===== src/rtl/hrp_pkg.sv =====
package hrp_pkg;

    localparam int HW_W    = 16;
    localparam int LINE_HW = 8;
    localparam int IDX_W   = $clog2(LINE_HW);
    localparam int LINE_W  = HW_W * LINE_HW;
    localparam int MODEL_AW = 23;

    typedef logic [HW_W-1:0] hword_t;

    typedef enum logic [1:0] {
        S_IDLE  = 2'd0,
        S_FETCH = 2'd1,
        S_DONE  = 2'd2
    } acc_state_e;

    typedef struct packed {
        logic   drive;
        hword_t data;
    } bus_out_t;

    // Contents of the modelled DRAM, derived from the halfword address.
    function automatic hword_t dram_word(input logic [MODEL_AW-1:0] a);
        return {a[7:0], ~a[15:8]} ^ {9'b0, a[22:16]};
    endfunction

endpackage


===== src/rtl/hrp_hold_ctl.sv =====
module hrp_hold_ctl (
    input  logic clk,
    input  logic rst,
    input  logic hold_req_n,
    output logic hold_ack_n,
    output logic grant,
    output logic release_p
);
    logic ack_q;

    always_ff @(posedge clk) begin
        if (rst) ack_q <= 1'b1;
        else     ack_q <= hold_req_n;
    end

    assign hold_ack_n = ack_q;
    assign grant      = ack_q & ~hold_req_n;
    assign release_p  = ~ack_q & hold_req_n;
endmodule


===== src/rtl/hrp_dram_model.sv =====
module hrp_dram_model
    import hrp_pkg::*;
#(
    parameter int ADDR_W    = 23,
    parameter int FETCH_LAT = 4
) (
    input  logic                    clk,
    input  logic                    rst,
    input  logic                    start,
    input  logic                    abort,
    input  logic [ADDR_W-IDX_W-1:0] start_tag,
    output logic                    rdy,
    output logic [LINE_W-1:0]       line
);
    localparam int TAG_W = ADDR_W - IDX_W;
    localparam int CNT_W = $clog2(FETCH_LAT + 1);

    logic             busy;
    logic [CNT_W-1:0] cnt;
    logic [TAG_W-1:0] tag_q;

    assign rdy = busy && (cnt == CNT_W'(FETCH_LAT - 1));

    always_ff @(posedge clk) begin
        if (rst) begin
            busy  <= 1'b0;
            cnt   <= '0;
            tag_q <= '0;
        end else if (abort) begin
            busy <= 1'b0;
        end else if (start) begin
            busy  <= 1'b1;
            cnt   <= CNT_W'(1);
            tag_q <= start_tag;
        end else if (busy) begin
            if (rdy) busy <= 1'b0;
            else     cnt  <= cnt + 1'b1;
        end
    end

    for (genvar i = 0; i < LINE_HW; i++) begin : g_word
        assign line[i*HW_W +: HW_W] = dram_word(MODEL_AW'({tag_q, IDX_W'(i)}));
    end
endmodule


===== src/rtl/hrp_line_buf.sv =====
module hrp_line_buf
    import hrp_pkg::*;
#(
    parameter int TAG_W = 20
) (
    input  logic              clk,
    input  logic              rst,
    input  logic              load,
    input  logic              inval,
    input  logic [TAG_W-1:0]  load_tag,
    input  logic [LINE_W-1:0] load_line,
    input  logic [TAG_W-1:0]  look_tag,
    input  logic [IDX_W-1:0]  look_idx,
    output logic              hit,
    output hword_t            rd_word
);
    logic             valid;
    logic [TAG_W-1:0] tag_q;
    hword_t           mem [LINE_HW];

    always_ff @(posedge clk) begin
        if (rst) begin
            valid <= 1'b0;
            tag_q <= '0;
            for (int i = 0; i < LINE_HW; i++) mem[i] <= '0;
        end else if (inval) begin
            valid <= 1'b0;
        end else if (load) begin
            valid <= 1'b1;
            tag_q <= load_tag;
            for (int i = 0; i < LINE_HW; i++) mem[i] <= load_line[i*HW_W +: HW_W];
        end
    end

    assign hit     = valid && (tag_q == look_tag);
    assign rd_word = mem[look_idx];
endmodule


===== src/rtl/hold_rd_port.sv =====
module hold_rd_port
    import hrp_pkg::*;
#(
    parameter int ADDR_W    = 23,
    parameter int FETCH_LAT = 4
) (
    input  logic              clk,
    input  logic              rst,
    input  logic              hold_req_n,
    output logic              hold_ack_n,
    input  logic              cs_n,
    input  logic              rd_wr,
    input  logic [ADDR_W-1:0] addr,
    input  logic [1:0]        byte_ctl_n,
    output logic [HW_W-1:0]   dbus,
    output logic              dbus_oe,
    output logic              done_n,
    output logic              proto_err
);
    localparam int TAG_W = ADDR_W - IDX_W;

    logic grant, rel, held;
    logic req, hit, fetch_rdy, start, abort, load, viol, err_set;
    logic [ADDR_W-1:0] lat_addr;
    logic [LINE_W-1:0] fetch_line;
    hword_t buf_word, fetch_word;
    acc_state_e state, state_nx;
    bus_out_t bus_q, bus_nx;
    logic done_nx;
    logic [TAG_W-1:0] req_tag;
    logic [IDX_W-1:0] req_idx, lat_idx;

    // Byte lanes play no part in reads.
    logic unused_byte_ctl;
    assign unused_byte_ctl = ^byte_ctl_n;

    hrp_hold_ctl u_hold (
        .clk(clk), .rst(rst), .hold_req_n(hold_req_n),
        .hold_ack_n(hold_ack_n), .grant(grant), .release_p(rel)
    );

    assign held    = ~hold_ack_n;
    assign req_tag = addr[ADDR_W-1:IDX_W];
    assign req_idx = addr[IDX_W-1:0];
    assign lat_idx = lat_addr[IDX_W-1:0];
    assign req     = held & ~hold_req_n & ~cs_n & rd_wr;
    assign viol    = cs_n | hold_req_n | ~rd_wr | (addr != lat_addr);
    assign start   = (state == S_IDLE) && req && !hit;
    assign abort   = (state == S_FETCH) && viol;
    assign load    = (state == S_FETCH) && fetch_rdy && !viol;
    assign err_set = abort || ((state == S_DONE) && hold_req_n && !cs_n);

    hrp_dram_model #(.ADDR_W(ADDR_W), .FETCH_LAT(FETCH_LAT)) u_dram (
        .clk(clk), .rst(rst), .start(start), .abort(abort),
        .start_tag(req_tag), .rdy(fetch_rdy), .line(fetch_line)
    );

    hrp_line_buf #(.TAG_W(TAG_W)) u_buf (
        .clk(clk), .rst(rst), .load(load), .inval(rel),
        .load_tag(lat_addr[ADDR_W-1:IDX_W]), .load_line(fetch_line),
        .look_tag(req_tag), .look_idx(req_idx),
        .hit(hit), .rd_word(buf_word)
    );

    assign fetch_word = fetch_line[lat_idx*HW_W +: HW_W];

    always_comb begin
        state_nx = state;
        bus_nx   = bus_q;
        done_nx  = done_n;
        unique case (state)
            S_IDLE: begin
                if (req) begin
                    if (hit) begin
                        state_nx     = S_DONE;
                        bus_nx.drive = 1'b1;
                        bus_nx.data  = buf_word;
                        done_nx      = 1'b0;
                    end else begin
                        state_nx = S_FETCH;
                    end
                end
            end
            S_FETCH: begin
                if (viol) begin
                    state_nx = S_IDLE;
                end else if (fetch_rdy) begin
                    state_nx     = S_DONE;
                    bus_nx.drive = 1'b1;
                    bus_nx.data  = fetch_word;
                    done_nx      = 1'b0;
                end
            end
            S_DONE: begin
                if (cs_n || hold_req_n) begin
                    state_nx = S_IDLE;
                    bus_nx   = '0;
                    done_nx  = 1'b1;
                end
            end
            default: begin
                state_nx = S_IDLE;
                bus_nx   = '0;
                done_nx  = 1'b1;
            end
        endcase
    end

    always_ff @(posedge clk) begin
        if (rst) begin
            state     <= S_IDLE;
            bus_q     <= '0;
            done_n    <= 1'b1;
            lat_addr  <= '0;
            proto_err <= 1'b0;
        end else begin
            state  <= state_nx;
            bus_q  <= bus_nx;
            done_n <= done_nx;
            if (start) lat_addr <= addr;
            if (grant)        proto_err <= 1'b0;
            else if (err_set) proto_err <= 1'b1;
        end
    end

    assign dbus    = bus_q.data;
    assign dbus_oe = bus_q.drive;
endmodule


===== config.mk =====
export PLATFORM = sky130hd
export DESIGN_NAME = hold_rd_port
export DESIGN_NICKNAME = d
export VERILOG_FILES = /design/src/rtl/hrp_pkg.sv /design/src/rtl/hrp_hold_ctl.sv /design/src/rtl/hrp_dram_model.sv /design/src/rtl/hrp_line_buf.sv /design/src/rtl/hold_rd_port.sv
export SDC_FILE = /design/constraint.sdc
export NUM_CORES = 1
export LEC_CHECK = 0
export CAP_MARGIN = 25
export CORE_MARGIN = 2
export CORE_UTILIZATION = 55
export CTS_BUF_LIST = sky130_fd_sc_hd__clkbuf_8
export DETAILED_ROUTE_END_ITERATION = 6
export GPL_TIMING_DRIVEN = 0
export PLACE_DENSITY = 0.76
export SETUP_SLACK_MARGIN = 0.02
export SYNTH_ARGS = -nofsm -noshare
export SYNTH_HDL_FRONTEND = slang
export SYNTH_SLANG_ARGS = --single-unit

===== constraint.sdc =====
create_clock -name clk -period 5 [get_ports clk]
set_input_delay 0.75 -clock clk [delete_from_list [all_inputs] [get_ports clk]]
set_output_delay 0.75 -clock clk [all_outputs]
set_load 0.005 [all_outputs]

**Yosys cells after proc, flatten, opt, wreduce, memory -nomap -nowiden**

Memories as Yosys holds them, arrays and structs flattened.
Cells that the tools add are included.

- Bits in latches: 0
- Word-level logic and storage cells: 120
- Bits in writable memories: 128
- Memories: 1
- ROM bits: 0
- Register bits: 90
- Input port bits: 30

Memory list:

| memory | words | width | read ports | clocked after memory_dff | write ports | line | source |
|---|---|---|---|---|---|---|---|
| u_buf.mem | 8 | 16 | 1 | 0 | 8 | hrp_line_buf.sv:19 | `hword_t mem [LINE_HW];` |

- Shift-type cells: 1
- Add/sub/neg operators: 1
- Div/mod/pow operators: 0
- Bitwise logic cells: 31
- Order comparisons: 0
- Equal/unequal tests: 12
- $mul: 0
- Reductions and logical operators: 24
- Multiplexer cells: 38

Operators with widths:

| cell | number |
|---|---|
| $mux 16 | 8 |
| $shiftx 128x8->16 | 1 |
| $xor 16x7->16 | 8 |
| $mux 17 | 5 |
| $pmux 17 s3 | 1 |
| $ne 23x23->1 | 1 |
| $eq 20x20->1 | 1 |
| $mux 1 | 14 |
| $or 1x1->1 | 11 |
| $mux 2 | 5 |
| $logic_and 1x1->1 | 9 |
| $mux 3 | 3 |
| $ne 2x2->1 const B | 4 |
| $not 8->8 | 1 |
| $not 1->1 | 6 |
| $pmux 2 s3 | 1 |
| $reduce_and 3->1 | 2 |
| $reduce_or 2->1 | 3 |
| $and 1x1->1 | 5 |
| $reduce_and 5->1 | 1 |
| $ne 2x1->1 const B | 2 |
| $reduce_and 2->1 | 2 |
| $add 3x1->3 const B | 1 |
| $eq 3x2->1 const B | 1 |
| other kinds (8) | 11 |

**Logic depth before layout (Yosys ltp)**

- Word-level depth: 10
- Mapped depth: 10
- Mapped depth without buffers: 8

**Hierarchy**

A second synthesis with hierarchy kept.

- Cell total of the unflattened synthesis: 914
- Area, all modules: 11554.8 sq um

By module, submodules not included:

| module | instances | cells each | sequential area each (sq um) | area an instance (sq um) |
|---|---|---|---|---|
| hrp_line_buf | 1 | 405 | 4264.1 | 6641.4 |
| hold_rd_port | 1 | 267 | 880.8 | 3026.7 |
| hrp_dram_model | 1 | 238 | 480.5 | 1846.8 |
| hrp_hold_ctl | 1 | 4 | 20.0 | 40.0 |

**Worst setup path after synthesis**

OpenSTA, ideal clock, no wires.

- Path kind: input-to-reg
- Start: input port addr[0]
- End: memory u_buf.mem[3][0] (netlist bit) (enable)
- Slack: 1595 ps
- Required time: 4601 ps
- Arrival: 3006 ps
- Path buffers: 2
- Stages: 7
- Path through: buf_2 xnor2_1 nand4_1 nor4_2 nand4_1 buf_2 nand2_1

RTL lines:

| what | line | source |
|---|---|---|
| start: declaration | hold_rd_port.sv:13 | `input logic [ADDR_W-1:0] addr,` |
| end: declaration | hrp_line_buf.sv:19 |  |

==> results <==
- The flow ran to the end, and the final reports show no timing, DRC or antenna violations.
- The worst register-to-register path ends at u_buf.mem[3][14].
- The CTS buffer count is 17.
- The most used flip-flop cell after synthesis is sky130_fd_sc_hd__dfxtp_1.
- At the worst endpoint, the arrival time is about 3.8 ns.
- The synthesized netlist devotes 14.7% of its cell area to simple gates.
- The final count of negative-setup-slack endpoints is 0.
- The final setup slack of the worst path is 1.25 ns.
- Detailed placement ended at an HPWL of 11,600 µm.
- In this run the worst path has a maximum fanout of 41.
- The number of setup buffers added after CTS is 0.
- The die covers 12,300 µm².
- The maximum resistive drop on vdd is 0.200 mV.
- The most prevalent standard cell on the critical path is sky130_fd_sc_hd__nand4_1.
- The count of unique library cells instantiated by Yosys is between 40 and 50.
- The count of instances resized after the clock tree is built is 0.
- The critical path data required time is a little over 5 ns.
- The yosys synthesis warning count is 0.
- The cell class contributing the biggest share of worst-path delay is simple AND/OR/NAND/NOR gates.
- The H-tree depth is 4.
- The worst setup path is of the input port to flop kind.
- The number of antenna violations at the first check in global routing is 0.
- The summed instance area of the synthesized netlist is 6270 µm².
- Of the post-synthesis cell area, the part taken by muxes is a little over 10%.
- The number of vias per cell is 6.00.
- The combined global-route utilization of all metal layers is 27.1%.
- The final hold violation count is 0.
- The cell depth of the worst flop-to-flop path is 6.
- The delay of the slowest critical-path stage is a little over 0.7 ns.
- The number of port buffers is between 40 and 50.
- The length of the first detailed-routing pass in iterations is 5.
- The largest family of logic cells by synthesized area is compound AO/OA/AOI/OAI gates.
- The global-route wire length before repair is about 26,000 µm.
- The startpoint type of the worst setup path is an input port.
- Averaged over all synthesized cells, the footprint is slightly below 10 µm².
- The die is ~110 µm wide.
- The startpoint identified for the worst hold timing path is dbus[4].
- The path with the worst hold slack has its endpoint at dbus[4].
- Clock-pin slew was measured on the worst setup and hold paths at 0.07 ns.
- The type of the most critical hold path is flop to flop.
- The residual overflow from global routing is 0.
- For this design, the CTS-stage hold fixing added 0 buffers.
- In this run the standard cell core region covers ~11,000 µm².
- The synthesized netlist devotes 0.399% of its cell area to adder and majority cells.
- At the end of routability-driven placement, the weighted congestion stood at between 0.9 and 1.
- The total via count after detailed routing is about 5,200.
- After the first detailed-routing iteration, the DRC count stood at 369.
- The I/O pin total is 50.
- The number of global-route vias before repair is 5,166.
- The buffer type at the clock tree root is sky130_fd_sc_hd__clkbuf_8.
- The summed negative setup slack over all endpoints is 0 ns.
- Traced cell by cell, the critical path runs through clkdlybuf4s50_1, xnor2_1, nand4_1, nor4_2, nand4_1, buf_2, nand2_2.
- Of all flip-flops after synthesis, the portion carrying an async set or reset was 0%.
- The worst setup path is captured at a flop.
- Synthesis handed over a netlist of 649 instances.
- In the final routed layout, each cell accounts on average for around 19 µm.
- The post-synthesis compound-gate area fraction is 15.1%.
- At the end of the flow the core is filled with cells to between 60% and 70%.
- The clock passes through at most 2 buffers.
- Max-cap violations in this run came to 0.
- The shortest period the worst path allows is 3.75 ns.
- The largest net degree at the start of global routing is 42.
- Once detail routing completed, the nets flagged for antenna violations numbered 0.
- The worst pin sits at a relative slew slack of approximately 40%.
- The count of buffer and inverter cells on the critical path is 2.
- The net count of the finished layout is about 750.
- The actual transition at the worst max-transition pin is 0.910 ns.
- For flop-to-flop paths, the worst setup slack is 1.74 ns.
- The number of diodes is 0.
- The worst register-to-register path begins at lat_addr[1].
- The number of pins with negative max-slew slack in the final report came to 0.
- For this design the static power due to leakage is roughly 0.0027 µW.
- The instance count on the critical path is 7.
- The initial utilization of the core area, before any placement, comes to 57.1%.
- The routed design has 16,300 µm of wire.
- Compared with the post-synthesis result, the final layout area differs by 16.5%.
- The fmax is 267 MHz.
- The cell count of the worst hold path is 2.
- The share of the Yosys chip area taken by registers is 48.7%.
- The clock sink count is 132.
- The largest individual stage delay along the critical path comes from the cell sky130_fd_sc_hd__nand2_2.
- The layout cell share with drive strength beyond 1 is 7.71%.
- The cell area power density is 351 nW/µm².
- The initialized floorplan defines 38 standard-cell rows.
- The minimum setup slack after placement is 0.819 ns.
- The die height is 111 µm.
- The post-synthesis xor/xnor area fraction is 6.99%.
- Setup repair after global routing left no endpoint under its margin.
- On the final layout, the worst hold slack is 0.464 ns.
- Between clock sinks in the finished design, the worst skew comes to 0.0106 ns.
- Of the available clock period, the critical path in the final layout requires about three quarters.
- The clock latency reported for the late side of the worst-skew pair is about 0.45 ns.
- The post-synth net total is 681.
- The synthesized design contains 41 enable-type register cells.
- After synthesis the netlist holds a flip-flop and latch count of 132.
- The clock tree from TritonCTS is yes.
- For this run, design rule violations remaining after detail routing come to 0.
- The total power draw is ~2600 µW.
cell usage in the layout (no fill, tap or decap), drive strengths merged, types with 2 or more instances in the layout:
cell	n
a221oi	6
bufinv	4
nor4	7
nand2b	4
or2	3
a21oi	48
xnor2	36
buf	13
a22o	13
nor2b	9
clkdlybuf4s50	45
and2	11
inv	11
o211ai	9
xor2	14
nor2	62
edfxtp	41
o21ai	60
clkinv	7
nand3	26
clkbuf	52
o21a	3
mux2	13
nand4	12
a221o	8
dfxtp	91
ha	2
a211oi	2
nand2	53
mux2i	50
Yosys cell counts (4+ instances only):
cell	instances	area, µm²
sky130_fd_sc_hd__a21oi_1	48	240
sky130_fd_sc_hd__a221o_1	8	80.1
sky130_fd_sc_hd__a221oi_1	6	52.6
sky130_fd_sc_hd__a22o_1	13	114
sky130_fd_sc_hd__and2_1	11	68.8
sky130_fd_sc_hd__buf_1	6	22.5
sky130_fd_sc_hd__buf_2	5	25.0
sky130_fd_sc_hd__clkbuf_1	35	131
sky130_fd_sc_hd__dfxtp_1	91	1820
sky130_fd_sc_hd__edfxtp_1	41	1230
sky130_fd_sc_hd__inv_1	8	30.0
sky130_fd_sc_hd__mux2_2	13	146
sky130_fd_sc_hd__mux2i_1	50	500
sky130_fd_sc_hd__nand2_1	53	199
sky130_fd_sc_hd__nand2b_1	4	25.0
sky130_fd_sc_hd__nand3_1	26	130
sky130_fd_sc_hd__nand4_1	12	75.1
sky130_fd_sc_hd__nor2_1	62	233
sky130_fd_sc_hd__nor2b_1	9	56.3
sky130_fd_sc_hd__nor4_1	5	31.3
sky130_fd_sc_hd__o211ai_1	9	67.6
sky130_fd_sc_hd__o21ai_0	51	255
sky130_fd_sc_hd__o21ai_1	8	40.0
sky130_fd_sc_hd__xnor2_1	36	315
sky130_fd_sc_hd__xor2_1	14	123
worst max-delay path by stage:
stage	end	slack (ns)	from
finish	u_buf.mem[3][14]	1.25	addr[1]
global route	u_buf.mem[3][14]	1.06	addr[1]
CTS	u_buf.mem[7][14]	1.29	addr[1]
detailed placement	u_buf.mem[7][3]	0.82	addr[1]
global placement	u_buf.mem[7][14]	0.36	addr[1]
floorplan	u_buf.mem[3][0]	1.60	addr[0]
worst min-delay path, stage by stage (launching register included):
cell and delay [ns]:
sky130_fd_sc_hd__dfxtp_1 0.31, sky130_fd_sc_hd__nand2_1 0.05, sky130_fd_sc_hd__mux2i_1 0.06
logic make-up after synthesis:
group,count (synthesis)
compound gates,154
xor+xnor,50
fa+ha+maj,2
buf+inv,56
flops,132
mux,63
simple gates,192
layer usage:
layer	up-vias	part of all wire, %	GRT usage (%)
li1	2443	-	-
met1	2492	40	33.1
met2	218	50	45.6
met3	43	7.1	5.80
met4	0	2.9	13.3
met5	-	0	0
layout make-up:
class,count,area [µm²]
flip-flops and latches,132,3050
clock buffers,17,234
multi-input cells,461,2980
fillers,881,3680
well taps,140,175
repair buffers,45,450
plain buffers,48,210
inverters,8,30.0
clock inverters,15,173
report_power, final:
part | internal [µW] | switching (µW)
combinational | 159 | 306
clock | 529 | 398
sequential | 1140 | 26.7
state kept, by name, summed over array words and instances (netlist names), 2 cells and up:
signal and count:
u_buf.tag_q 20, u_dram.tag_q 20, state 2, lat_addr 23, u_dram.cnt 3, u_buf.mem 42, dbus 16
stage by stage:
stage	std cells	cell area (µm²)
6_report	866	7300
2_1_floorplan	649	6270
4_1_cts	866	7300
3_5_place_dp	834	6890
5_1_grt	866	7300
3_3_place_gp	834	6890
No activity file was read; power rests on OpenSTA's default activity.
